--- src/rtl/cart_pkg.sv ---
// Package: shared widths and the host-type encoding for the cartridge
// paging logic. Assumes an 8-bit host data bus and low address byte.
package cart_pkg;
    localparam int DATA_W = 8;
    localparam int ADDR_W = 8;

    typedef enum logic {
        HOST_PAGE_DECODE = 1'b0,
        HOST_DEDICATED   = 1'b1
    } host_e;
endpackage

--- src/rtl/cart_rst_sync.sv ---
// Reset synchronizer: brings the asynchronous active-low reset into the
// sampling-clock domain through STAGES flops. Assumes STAGES >= 2. The
// result is used as a synchronous active-low reset downstream.
module cart_rst_sync #(
    parameter int STAGES = 2
) (
    input  logic clk,
    input  logic rst_n,
    output logic rst_sync_n
);
    logic [STAGES-1:0] chain_q;

    // Shift the raw reset level through the synchronizer chain.
    always_ff @(posedge clk) begin
        chain_q <= {chain_q[STAGES-2:0], rst_n};
    end

    assign rst_sync_n = chain_q[STAGES-1];
endmodule

--- src/rtl/cart_bank_decode.sv ---
// Bank-register decode: chooses between the page-strobe plus address
// compare path and the dedicated strobe path from host_sel. Also reports
// whether the active path's I/O strobe is asserted, which marks a cycle
// in which the shared chip-select pin is not a memory select.
module cart_bank_decode #(
    parameter int                ADDR_W  = 8,
    parameter logic [ADDR_W-1:0] REG_LOC = '1
) (
    input  logic              host_sel,
    input  logic [ADDR_W-1:0] addr_lo,
    input  logic              page_fc_n,
    input  logic              bank_stb_n,
    output logic              bank_hit,
    output logic              io_sel
);
    import cart_pkg::*;

    host_e host;
    logic  page_hit;

    assign host = host_e'(host_sel);

    // Page-strobe path needs the strobe and the exact low address byte.
    assign page_hit = !page_fc_n && (addr_lo == REG_LOC);

    // Select the decode path that matches the host type.
    always_comb begin
        if (host == HOST_DEDICATED) begin
            bank_hit = !bank_stb_n;
            io_sel   = !bank_stb_n;
        end else begin
            bank_hit = page_hit;
            io_sel   = !page_fc_n;
        end
    end
endmodule

--- src/rtl/cart_bank_reg.sv ---
// Bank register: holds the write request and data seen during the CPU
// clock high phase, and commits them on the first sampling edge that sees
// the phase low. Assumes clk is fast enough to sample every phase at
// least twice. Synchronous active-low reset clears the register.
module cart_bank_reg #(
    parameter int DATA_W = 8
) (
    input  logic              clk,
    input  logic              rst_sync_n,
    input  logic              phi_hi,
    input  logic              wr_req,
    input  logic [DATA_W-1:0] data_in,
    output logic [DATA_W-1:0] bank_q
);
    logic              phi_d;
    logic              wr_hold;
    logic [DATA_W-1:0] data_hold;
    logic              phase_end;

    assign phase_end = phi_d && !phi_hi;

    // Track the previous phase level to find the end of the high phase.
    always_ff @(posedge clk) begin
        if (!rst_sync_n) phi_d <= 1'b0;
        else             phi_d <= phi_hi;
    end

    // Hold the latest write request and data while the phase is high.
    always_ff @(posedge clk) begin
        if (!rst_sync_n) begin
            wr_hold   <= 1'b0;
            data_hold <= '0;
        end else if (phi_hi) begin
            wr_hold   <= wr_req;
            data_hold <= data_in;
        end
    end

    // Commit a held write when the high phase ends.
    always_ff @(posedge clk) begin
        if (!rst_sync_n)              bank_q <= '0;
        else if (phase_end && wr_hold) bank_q <= data_hold;
    end
endmodule

--- src/rtl/cart_rom_select.sv ---
// ROM select: makes one active-low chip enable per ROM position from the
// shared chip-select pin, the direction pin, the clock phase and the
// ROM-select bits, plus a phase-qualified output enable. Assumes the
// host's output-enable input may be low outside the high phase.
module cart_rom_select #(
    parameter int SEL_W = 1,
    localparam int N_ROM = 1 << SEL_W
) (
    input  logic             phi_hi,
    input  logic             cs_rw,
    input  logic             dir_rd,
    input  logic             io_sel,
    input  logic [SEL_W-1:0] rom_sel,
    input  logic             oe_n,
    output logic [N_ROM-1:0] rom_ce_n,
    output logic             rom_oe_n
);
    logic mem_read;

    // A memory read needs the select, read direction, no I/O strobe, high phase.
    assign mem_read = cs_rw && dir_rd && !io_sel && phi_hi;

    for (genvar i = 0; i < N_ROM; i++) begin : g_ce
        // Enable only the position whose index matches rom_sel.
        assign rom_ce_n[i] = !(mem_read && (rom_sel == SEL_W'(i)));
    end

    // Output enable follows the host strobe only inside an enabled read.
    assign rom_oe_n = !(mem_read && !oe_n);
endmodule

--- src/rtl/cart_pager.sv ---
// Top: cartridge ROM paging and select logic. Decodes the bank register
// for either host type, captures writes at the end of the CPU clock high
// phase, drives register reads onto the data bus and enables one of the
// slot's two ROMs. Assumes clk samples phi_hi several times per phase.
module cart_pager #(
    parameter int                                 DATA_W   = cart_pkg::DATA_W,
    parameter int                                 ADDR_W   = cart_pkg::ADDR_W,
    parameter int                                 SEL_W    = 1,
    parameter logic [cart_pkg::ADDR_W-1:0]        REG_LOC  = 8'hFF,
    parameter int                                 SYNC_STG = 2
) (
    input  logic                  clk,
    input  logic                  rst_n,
    input  logic                  host_sel,
    input  logic                  phi_hi,
    input  logic [ADDR_W-1:0]     addr_lo,
    input  logic                  page_fc_n,
    input  logic                  bank_stb_n,
    input  logic                  cs_rw,
    input  logic                  dir_rd,
    input  logic [SEL_W-1:0]      rom_sel,
    input  logic                  oe_n,
    input  logic [DATA_W-1:0]     data_in,
    output logic [(1<<SEL_W)-1:0] rom_ce_n,
    output logic                  rom_oe_n,
    output logic [DATA_W-1:0]     bank_q,
    output logic [DATA_W-1:0]     data_out,
    output logic                  data_oe
);
    logic rst_sync_n;
    logic bank_hit;
    logic io_sel;
    logic wr_req;

    cart_rst_sync #(.STAGES(SYNC_STG)) u_rst (
        .clk        (clk),
        .rst_n      (rst_n),
        .rst_sync_n (rst_sync_n)
    );

    cart_bank_decode #(.ADDR_W(ADDR_W), .REG_LOC(REG_LOC)) u_dec (
        .host_sel   (host_sel),
        .addr_lo    (addr_lo),
        .page_fc_n  (page_fc_n),
        .bank_stb_n (bank_stb_n),
        .bank_hit   (bank_hit),
        .io_sel     (io_sel)
    );

    // A register write is a decode hit while the host drives the bus.
    assign wr_req = bank_hit && !dir_rd;

    cart_bank_reg #(.DATA_W(DATA_W)) u_reg (
        .clk        (clk),
        .rst_sync_n (rst_sync_n),
        .phi_hi     (phi_hi),
        .wr_req     (wr_req),
        .data_in    (data_in),
        .bank_q     (bank_q)
    );

    cart_rom_select #(.SEL_W(SEL_W)) u_rom (
        .phi_hi   (phi_hi),
        .cs_rw    (cs_rw),
        .dir_rd   (dir_rd),
        .io_sel   (io_sel),
        .rom_sel  (rom_sel),
        .oe_n     (oe_n),
        .rom_ce_n (rom_ce_n),
        .rom_oe_n (rom_oe_n)
    );

    // Drive the register onto the bus only for a high-phase register read.
    assign data_oe  = bank_hit && dir_rd && phi_hi;
    assign data_out = data_oe ? bank_q : '0;
endmodule

--- config.mk ---
export PLATFORM = sky130hd
export DESIGN_NAME = cart_pager
export DESIGN_NICKNAME = d
export VERILOG_FILES = /design/src/rtl/cart_pkg.sv /design/src/rtl/cart_rst_sync.sv /design/src/rtl/cart_bank_decode.sv /design/src/rtl/cart_bank_reg.sv /design/src/rtl/cart_rom_select.sv /design/src/rtl/cart_pager.sv
export SDC_FILE = /design/constraint.sdc
export NUM_CORES = 1
export LEC_CHECK = 0
export ABC_AREA = 1
export BUFFER_PORTS_ARGS = -buffer_cell sky130_fd_sc_hd__buf_4
export CORE_UTILIZATION = 39
export CTS_BUF_LIST = sky130_fd_sc_hd__clkbuf_16
export DETAILED_ROUTE_END_ITERATION = 12
export GPL_TIMING_DRIVEN = 0
export PLACE_DENSITY_LB_ADDON = 0.2
export SYNTH_ARGS = -nofsm -noshare
export SYNTH_HDL_FRONTEND = slang
export SYNTH_SLANG_ARGS = --single-unit
--- constraint.sdc ---
create_clock -name clk -period 0.85 [get_ports clk]
set_input_delay 0.17 -clock clk [delete_from_list [all_inputs] [get_ports clk]]
set_output_delay 0.17 -clock clk [all_outputs]
set_load 0.005 [all_outputs]
# Yosys cells after proc, flatten, opt, wreduce, memory -nomap -nowiden
# Cells that the tools add are included.
[op_classes] n_eq_ne=1 mux=3 bitwise=1 reduce_logical=21
[op_table] op="logical AND 1 bit" n=12
[op_table] op="zero test 1 bit" n=9
[op_table] op="equality test 8 bit (second input constant)" n=1
[op_table] op="two-way mux 8 bit" n=1
[op_table] op="two-way mux 1 bit" n=2
[op_table] op="NOT 1 bit" n=1
[word_totals] regBits=20 input_bits=26 out_inout_bits=20 wordCells=31

# Longest topological paths before layout
# Gate-level depths: netlist of the first run.
[logic_depth] word_depth=7 mapped_depth=7 ltp_nobuf=7

# By module
# Synthesis of the first run repeated with hierarchy kept, for this count alone.
[unflattened] cells_unflattened=136 area_unflattened_um2=920.9
[modules_own_cells] mod="cart_bank_reg" instances=1 cells_each=93 area_per_inst_um2=696.9 seq_area_each_um2=360.3
[modules_own_cells] mod="cart_pager" instances=1 cells_each=20 area_per_inst_um2=88.8 seq_area_each_um2=0.0
[modules_own_cells] mod="cart_bank_decode" instances=1 cells_each=12 area_per_inst_um2=50.0 seq_area_each_um2=0.0
[modules_own_cells] mod="cart_rom_select" instances=1 cells_each=9 area_per_inst_um2=45.0 seq_area_each_um2=0.0
[modules_own_cells] mod="cart_rst_sync" instances=1 cells_each=2 area_per_inst_um2=40.0 seq_area_each_um2=40.0

# Worst setup path after synthesis of the first run
# OpenSTA, ideal clock, no wires.
[synth_path] kind="input-to-output" startpoint="in page_fc_n" endpoint="out data_out[0]" arrival_ns=0.748 required_time_ns=0.680 path_slack_ns=-0.068 path_stages=7 n_path_buf=0 cell_sequence="inv_1 nand2_1 nor2_1 nand2_1 nand2_1 nand4_4 nor2_1"
[synth_via] elab_chain_cells=6
[synth_rtl] item="start, declared" line_no="cart_pager.sv:17" rtl="input logic page_fc_n,"
[synth_rtl] item="zero test 1 bit" line_no="cart_bank_decode.sv:24" rtl="assign page_hit = !page_fc_n && (addr_lo == REG_LOC);"
[synth_rtl] item="logical AND 1 bit" line_no="cart_bank_decode.sv:24"
[synth_rtl] item="two-way mux 1 bit" line_no="cart_bank_decode.sv:28" rtl="if (host == HOST_DEDICATED) begin"
[synth_rtl] item="logical AND 1 bit (2 in series)" line_no="cart_pager.sv:74" rtl="assign data_oe = bank_hit && dir_rd && phi_hi;"
[synth_rtl] item="two-way mux 8 bit" line_no="cart_pager.sv:75" rtl="assign data_out = data_oe ? bank_q : '0;"
[synth_rtl] item="end, declared" line_no="cart_pager.sv:27" rtl="output logic [DATA_W-1:0] data_out,"
# No other way between the ends.

# Worst setup path after layout of the first run
[layout_path] startpoint="in page_fc_n" endpoint="out data_out[5]"
# Same word-level chain as after synthesis.

==> flow_summary.json, run 1 <==
{
  "outcome": "finished with violations",
  "violations": "setup timing",
  "clk_latency_ns": 0.26,
  "antenna_found_initial": 0,
  "hp-class": "in2reg",
  "crit_path_frequent_cell": "nand2_4",
  "syn_inst": 110,
  "layout.nets": 198,
  "postSynth.asyncResetShare": 0,
  "synth-seq-cells": 20,
  "floorplan.initialDensity": 0.424,
  "final_layout_size_suffix_gt1_frac": 0.684,
  "path_cells": "buf_8 > clkinv_8 > nand2_4 > nor2_4 > nand2_2 > nand2_4 > nand4_4 > nor2_2 > buf_4",
  "place_congestion": 0.732,
  "max_slew.worst_pin.slew_ns": 0.240,
  "timing.hold.ws_ns": 0.0169,
  "max_slew_margin": 0.838,
  "crit_slowest_cell": "nand4_4",
  "critical-path-top-delay-family": "simple AND/OR/NAND/NOR gates",
  "core_um2": 2020,
  "synth_ff_type": "dfxtp_1",
  "finClkSkew_ns": 0.00622,
  "grt_pass1_wl_um": 4190,
  "max-clock-path-buffers": 2,
  "dieArea_um2": 2390,
  "critPathMaxStageDelay_ns": 0.16,
  "period_share": 1.47,
  "crit_type": "in2out",
  "vias_per_cell": 5.19,
  "fmax_mhz": 798,
  "instances_no_fill": 198,
  "path_buf_inv": 3,
  "crit_path_max_fanout": 5,
  "synth-edff-count": 0,
  "fp.dieH_um": 48.9,
  "hold_viol": 0,
  "cp-end-kind": "primary output",
  "finalMaxSlewViolations": 0,
  "seq_area_frac_synth": 0.467,
  "dr_total_vias": 1028,
  "power_uw": 2370,
  "portBuffers": 45,
  "synth.largest_area_cell": "dfxtp_1",
  "row_count": 16,
  "crit_arrival_ns": 1.08,
  "synth_common_cells": "nor2_1, dfxtp_1, inv_1, o21ai_0, nand2_1",
  "drt_wl_total_um": 3480,
  "route.detailed.drc": 0,
  "placed_cells": 182,
  "wl_per_cell_um": 17.6,
  "start_kind": "input port",
  "grt_max_degree": 12,
  "yosys_warnings": 0,
  "drtAntennaViolNets": 0,
  "die_w_um": 48.9,
  "worstPathRequired_ns": 0.68,
  "setup_viol": 27,
  "synth_top_area_frac": 0.467,
  "diodes": 0,
  "overflow": 0,
  "area_growth_pct": 96.8,
  "drt_iter0_drc": 24,
  "cap_violations": 0,
  "h-tree-depth": 1,
  "tns_ns": -4.36,
  "yosysMostFrequentCell": "nor2_1",
  "dp_hpwl_um": 1470,
  "finalCoreUtilization": 0.834,
  "ys_types": 17,
  "p_leak_uw": 0.000723,
  "rsz0062_at_grt": "true",
  "setup_slack_ns": -0.403,
  "peakVddDrop_v": 0.00160,
  "syn_area_um2": 857,
  "track_usage": 0.236,
  "fin_crit_ns": 1.25,
  "clkSinkCount": 20,
  "drt_pass1_iterations": 4,
  "synth.avg_cell_area_um2": 7.79,
  "cts_tree": "built",
  "numCtsBuffers": 3,
  "yosys-top-cells-area": "dfxtp_1, nor2_1, o21ai_0",
  "root_buffer": "clkbuf_16",
  "synth_fp_nets": 136,
  "power_density_nw_per_um2": 1410,
  "clk_pin_slew_ns": 0.05,
  "ios": 46,
  "cts_hold_buffers": 0,
  "grt_pass1_vias": 955
}
-- logic make-up (layout without fill, tap and decap cells) --
group | Yosys count | in the layout | share of synthesized area
and+or+nand+nor | 44 | 45 | 0.248
DFF | 20 | 20 | 0.467
buffers and inverters | 20 | 80 | 0.120
AOI/OAI and AO/OA | 26 | 26 | 0.165
-- state kept, by name (all words and copies together) (netlist names) --
name	count
u_reg.data_hold	8
u_rst.chain_q	2
u_reg.wr_hold	1
u_reg.bank_q	8
u_reg.phi_d	1
-- report_power, final --
group          switching (uW)  internal (uW)  leakage, uW
registers                38.5            977     0.000170
logic                     181            188     0.000515
clock network             359            628    0.0000385
-- repair_timing --
item	4_1_cts	5_1_grt
endpoints found under the hold margin	0	0
setup buffers	6	4
gates cloned	2	0
setup endpoints to repair	38	37
pin swaps	12	9
resized for setup	51	26
-- metrics by stage --
stage	cell area, um2	setup WS [ns]
after floorplan	872	-0.0349
final	1690	-0.403
after global placement	1240	-0.373
after detailed placement	1240	-0.406
after global routing	1690	-0.460
after CTS	1550	-0.349
-- placed cells by master, fill, tap and decap left out, types with 3 or more instances in the layout --
| cell | Yosys | routed |
|---|---|---|
| a21oi_2 | 1 | 10 |
| buf_4 | 0 | 43 |
| buf_6 | 2 | 12 |
| buf_8 | 1 | 3 |
| clkbuf_16 | 0 | 3 |
| dfxtp_1 | 20 | 9 |
| dfxtp_2 | 0 | 10 |
| inv_1 | 15 | 12 |
| nand2_1 | 12 | 7 |
| nand2_4 | 0 | 3 |
| nand3_2 | 1 | 3 |
| nor2_1 | 26 | 17 |
| nor2_2 | 0 | 7 |
| nor2_4 | 1 | 3 |
| o21ai_0 | 14 | 8 |
| o21ai_2 | 2 | 4 |
| o21ai_4 | 0 | 4 |
-- routing by layer --
metal,GRT usage,routed length (um),vias up,part of all wire
li1,-,-,474,-
met1,0.265,1390,489,0.40
met2,0.426,1780,50,0.51
met3,0.0592,158,15,0.045
met4,0.0882,146,0,0.042
met5,0,0,-,0
-- path summary, 6_finish.rpt --
kind | cells after the start | slack (ns) | to | startpoint
worst max-delay path | 9 | -0.40 | data_out[5] | page_fc_n
worst min register to register | 0 | 0.32 | u_rst.chain_q[1] | u_rst.chain_q[0]
worst max register to register | 4 | -0.11 | u_reg.bank_q[5] | u_reg.wr_hold
worst min-delay path | 1 | 0.02 | u_rst.chain_q[0] | rst_n
-- worst reg2reg max path, cell delays in order (launching register included) --
cell and delay, ns:
dfxtp_2 0.35, nand3_4 0.11, buf_12 0.17, buf_16 0.13, a21oi_2 0.13
-- area by class of cell --
| cell class | count | area (um2) |
|---|---|---|
| buffer | 4 | 48.8 |
| clock buffer | 3 | 75.1 |
| clock inverter | 1 | 3.75 |
| fill | 121 | 335 |
| inverter | 16 | 75.1 |
| multi-input combinational | 71 | 532 |
| sequential | 20 | 417 |
| tap | 27 | 33.8 |
| timing repair buffer | 56 | 502 |
Note: power is estimated with default switching activity, not from simulation.
==> run 2: changes to the inputs <==
BUFFER_PORTS_ARGS = unset   (was -buffer_cell sky130_fd_sc_hd__buf_4)
CORE_UTILIZATION = 42   (was 39)
DONT_BUFFER_PORTS = 1   (was unset)
==> flow_summary.json, run 2 (same netlist as run 1, synthesis figures left out) <==
{
  "crit_slowest_cell": "nand4_4",
  "vias_per_cell": 5.00,
  "path_buf_inv": 1,
  "grt_pass1_wl_um": 2930,
  "grt_pass1_vias": 674,
  "finalMaxSlewViolations": 0,
  "drtAntennaViolNets": 0,
  "r2r_end": "u_reg.bank_q[2]",
  "hp-class": "in2reg",
  "antenna_found_initial": 0,
  "max-clock-path-buffers": 2,
  "r2r-start": "u_reg.wr_hold",
  "period_share": 1.15,
  "grt_max_degree": 12,
  "nFillCells": 151,
  "fin_crit_ns": 0.979,
  "portBuffers": 0,
  "setup_viol": 16,
  "numCtsBuffers": 3,
  "reg_top3": "u_reg.bank_q x8, u_reg.data_hold x8, u_rst.chain_q x2",
  "dr_total_vias": 735,
  "cp-end-kind": "primary output",
  "path_cells": "clkinv_16 > nand2_4 > nor2_4 > nand2_2 > nand2_4 > nand4_4 > nor2_2",
  "worstPathRequired_ns": 0.68,
  "wl_per_cell_um": 13.4,
  "crit_path_frequent_cell": "nand2_4",
  "violations": "setup timing",
  "ios": 46,
  "track_usage": 0.193,
  "clkSinkCount": 20,
  "dieArea_um2": 2230,
  "layout.nets": 149,
  "final_cell_mix": "nor2_1, inv_1, dfxtp_1",
  "core_um2": 1820,
  "max_slew.worst_pin.slew_ns": 0.191,
  "outcome": "finished with violations",
  "rrSetupSlack_ns": -0.05,
  "placed_cells": 135,
  "diodes": 0,
  "crit_arrival_ns": 0.81,
  "dpl_worst_slack_ns": -0.173,
  "min_from": "data_in[1]",
  "rsz0062_at_grt": "true",
  "place_congestion": 0.684,
  "h-tree-depth": 1,
  "timing.hold.ws_ns": 0.0572,
  "hold_viol": 0,
  "finClkSkew_ns": 0.000744,
  "power_density_nw_per_um2": 1690,
  "mostFrequentLayoutCell": "nor2_1",
  "clk_latency_ns": 0.25,
  "p_leak_uw": 0.000470,
  "area_growth_pct": 48.3,
  "min_to": "u_reg.data_hold[1]",
  "final_layout_size_suffix_gt1_frac": 0.500,
  "critPathMaxStageDelay_ns": 0.18,
  "crit_type": "in2out",
  "peakVddDrop_v": 0.00192,
  "setup_slack_ns": -0.129,
  "drt_iter0_drc": 2,
  "max_slew_margin": 0.873,
  "overflow": 0,
  "critical-path-top-delay-family": "simple AND/OR/NAND/NOR gates",
  "instances_no_fill": 147,
  "reg2reg_depth": 4,
  "root_buffer": "clkbuf_16",
  "fmax_mhz": 1020,
  "crit_path_max_fanout": 5,
  "cts_tree": "built",
  "clk_pin_slew_ns": 0.05,
  "die_w_um": 47.2,
  "route.detailed.drc": 0,
  "min_delay_path_depth": 2,
  "floorplan.initialDensity": 0.471,
  "start_kind": "input port",
  "drt_pass1_iterations": 4,
  "drt_wl_total_um": 1970,
  "dp_hpwl_um": 1240,
  "cap_violations": 0,
  "fp.dieH_um": 47.2,
  "row_count": 15
}
==> run 2: changes by cell type in the layout (fill, tap and decap cells not counted), sizes merged <==
| cell | before | now |
|---|---|---|
| buf | 60 | 9 |
| clkbuf | 3 | 4 |
| dlygate4sd3 | 0 | 1 |
==> run 2: per-layer routing <==
layer | vias up | wire length [um] | global-route usage
met5 | - | 0 | 0
met2 | 22 | 996 | 0.308
met3 | 0 | 119 | 0.0846
li1 | 376 | - | -
met1 | 337 | 856 | 0.242
met4 | 0 | 0 | 0.0400
==> run 2: report_power, final <==
| group | internal [uW] | switching, uW | leakage (uW) |
|---|---|---|---|
| Clock | 625 | 320 | 0.0000385 |
| Combinational | 90.5 | 110 | 0.000263 |
| Sequential | 977 | 25.1 | 0.000168 |
| Total | 1690 | 455 | 0.000470 |
==> run 2: metrics by stage <==
stage / instance area (um2) / power (uW) / utilization / setup TNS, ns
floorplan: 872 / 1120 / - / -0.273
global placement: 903 / 1140 / 0.496 / -2.62
detailed placement: 903 / 1150 / 0.496 / -2.88
CTS: 1150 / 2140 / 0.630 / -1.49
global route: 1270 / 2240 / 0.698 / -2.15
finish: 1270 / 2150 / 0.698 / -1.25
==> run 2: cell type report <==
cell class | instances | area [um2] | share of cell area
inverter | 16 | 86.3 | 0.0679
clock buffer | 3 | 75.1 | 0.0591
timing repair buffer | 7 | 91.3 | 0.0719
sequential | 20 | 413 | 0.325
buffer | 4 | 51.3 | 0.0404
clock inverter | 1 | 3.75 | 0.00295
tap | 25 | 31.3 | 0.0246
multi-input combinational | 71 | 519 | 0.408
==> run 2: worst register-to-register path: stages, from the launching register on <==
cell	delay [ns]
dfxtp_2	0.34
nand3_4	0.11
buf_12	0.15
buf_16	0.13
a21oi_2	0.10
==> run 2: how the worst max path moves through the flow <==
stage	startpoint	end	slack, ns	cells after the start
2_1_floorplan	page_fc_n	data_out[1]	-0.03	7
3_3_place_gp	u_rst.chain_q[1]	u_reg.data_hold[4]	-0.16	3
3_5_place_dp	u_rst.chain_q[1]	u_reg.data_hold[2]	-0.17	3
4_1_cts	page_fc_n	data_out[3]	-0.14	7
5_1_grt	page_fc_n	data_out[2]	-0.19	7
6_report	page_fc_n	data_out[2]	-0.13	7
==> run 2: what timing repair did <==
| item | CTS | global route |
|---|---|---|
| endpoints found under the setup margin | 26 | 28 |
| endpoints found under the hold margin | 1 | 0 |
| gates cloned | 2 | 0 |
| pin swaps | 8 | 9 |
| hold buffers | 1 | 0 |
| gates resized for setup | 32 | 28 |
| buffers inserted | 3 | 2 |
==> run 3: changes to the inputs <==
RECOVER_POWER = 25   (was unset)
==> flow_summary.json, run 3 (same netlist as run 1, synthesis figures left out) <==
{
  "worstPathRequired_ns": 0.68,
  "overflow": 0,
  "fp.dieH_um": 47.2,
  "mostFrequentLayoutCell": "nor2_1",
  "area_growth_pct": 46.9,
  "outcome": "finished with violations",
  "final_cell_mix": "nor2_1, inv_1, dfxtp_1",
  "ios": 46,
  "max_slew_margin": 0.873,
  "hold_viol": 0,
  "portBuffers": 0,
  "dieArea_um2": 2230,
  "max-clock-path-buffers": 2,
  "cp-end-kind": "primary output",
  "setup_viol": 20,
  "max_slew.worst_pin.slew_ns": 0.190,
  "use_met2": 0.308,
  "grt_pass1_wl_um": 2930,
  "fin_crit_ns": 0.979,
  "start_kind": "input port",
  "power_density_nw_per_um2": 1710,
  "crit_arrival_ns": 0.81,
  "dr_total_vias": 734,
  "drt_iter0_drc": 1,
  "antenna_found_initial": 0,
  "dp_hpwl_um": 1240,
  "hp-class": "in2reg",
  "drtAntennaViolNets": 0,
  "p_leak_uw": 0.000467,
  "reg_top3": "u_reg.bank_q x8, u_reg.data_hold x8, u_rst.chain_q x2",
  "die_w_um": 47.2,
  "cap_violations": 0,
  "reg2reg_depth": 4,
  "root_buffer": "clkbuf_16",
  "fmax_mhz": 1020,
  "top_usage_layer": "met2",
  "instances_no_fill": 147,
  "drt_wl_total_um": 1970,
  "track_usage": 0.193,
  "setup_slack_ns": -0.129,
  "finClkSkew_ns": 0.000687,
  "row_count": 15,
  "numCtsBuffers": 3,
  "violations": "setup timing",
  "use_met3": 0.0846,
  "power_uw": 2150,
  "grt_pass1_vias": 674,
  "period_share": 1.15,
  "diodes": 0,
  "gr-usage-met1": 0.242,
  "peakVddDrop_v": 0.00192,
  "core_um2": 1820,
  "crit_type": "in2out",
  "placed_cells": 135,
  "floorplan.initialDensity": 0.471,
  "layout.nets": 149,
  "finalMaxSlewViolations": 0,
  "h-tree-depth": 1,
  "crit_path_max_fanout": 5,
  "min_delay_path_depth": 2,
  "clk_pin_slew_ns": 0.05,
  "wl_per_cell_um": 13.4,
  "cts_tree": "built",
  "nFillCells": 156,
  "clkSinkCount": 20,
  "route.detailed.drc": 0,
  "drt_pass1_iterations": 4,
  "clk_latency_ns": 0.25,
  "final_layout_size_suffix_gt1_frac": 0.492,
  "place_congestion": 0.684,
  "vias_per_cell": 4.99,
  "rsz0062_at_grt": "true",
  "grt_max_degree": 12
}
-- run 3: repair_timing --
action | CTS | global route
resized for setup | 32 | 28
hold endpoints to repair | 1 | 0
setup endpoints to repair | 26 | 28
pin swaps | 8 | 9
gates cloned | 2 | 0
hold buffers | 1 | 0
buffers inserted | 3 | 2
-- run 3: layout make-up --
type | count | area, um2 | share of cell area
clock buffers | 3 | 75.1 | 0.0596
clock inverters | 1 | 3.75 | 0.00298
repair buffers | 7 | 91.3 | 0.0726
flip-flops and latches | 20 | 409 | 0.325
multi-input cells | 71 | 519 | 0.413
inverters | 16 | 86.3 | 0.0686
plain buffers | 4 | 42.5 | 0.0338
well taps | 25 | 31.3 | 0.0249
-- run 3: path summary, 6_finish.rpt --
path	from	endpoint	slack (ns)
max	page_fc_n	data_out[2]	-0.13
min	data_in[1]	u_reg.data_hold[1]	0.06
max reg2reg	u_reg.wr_hold	u_reg.bank_q[2]	-0.05
min reg2reg	u_rst.chain_q[0]	u_rst.chain_q[1]	0.33
-- run 3: critical path, cell delays in order --
cell       delay [ns]
clkinv_16        0.02
nand2_4          0.04
nor2_4           0.09
nand2_2          0.06
nand2_4          0.09
nand4_4          0.18
nor2_2           0.15
-- run 3: where the power goes --
group,switching [uW],leakage (uW),internal [uW]
clock network,323,0.0000385,626
logic,110,0.000260,86.5
registers,24.7,0.000168,978
total,457,0.000467,1690
-- run 3: per-stage QoR --
stage | setup TNS (ns) | utilization | cell area [um2] | setup slack [ns] | hold slack, ns
2_1_floorplan | -0.273 | - | 872 | -0.0349 | 0.198
3_3_place_gp | -2.62 | 0.496 | 903 | -0.156 | 0.198
3_5_place_dp | -2.88 | 0.496 | 903 | -0.173 | 0.198
4_1_cts | -1.49 | 0.630 | 1150 | -0.144 | 0.0578
5_1_grt | -2.87 | 0.691 | 1260 | -0.192 | 0.0555
6_report | -1.29 | 0.691 | 1260 | -0.129 | 0.0568
-- run 3: layer usage --
layer	part of all wire	vias up
li1	-	375
met3	0.055	0
met4	0	0
met1	0.44	335
met2	0.50	24
met5	0	-
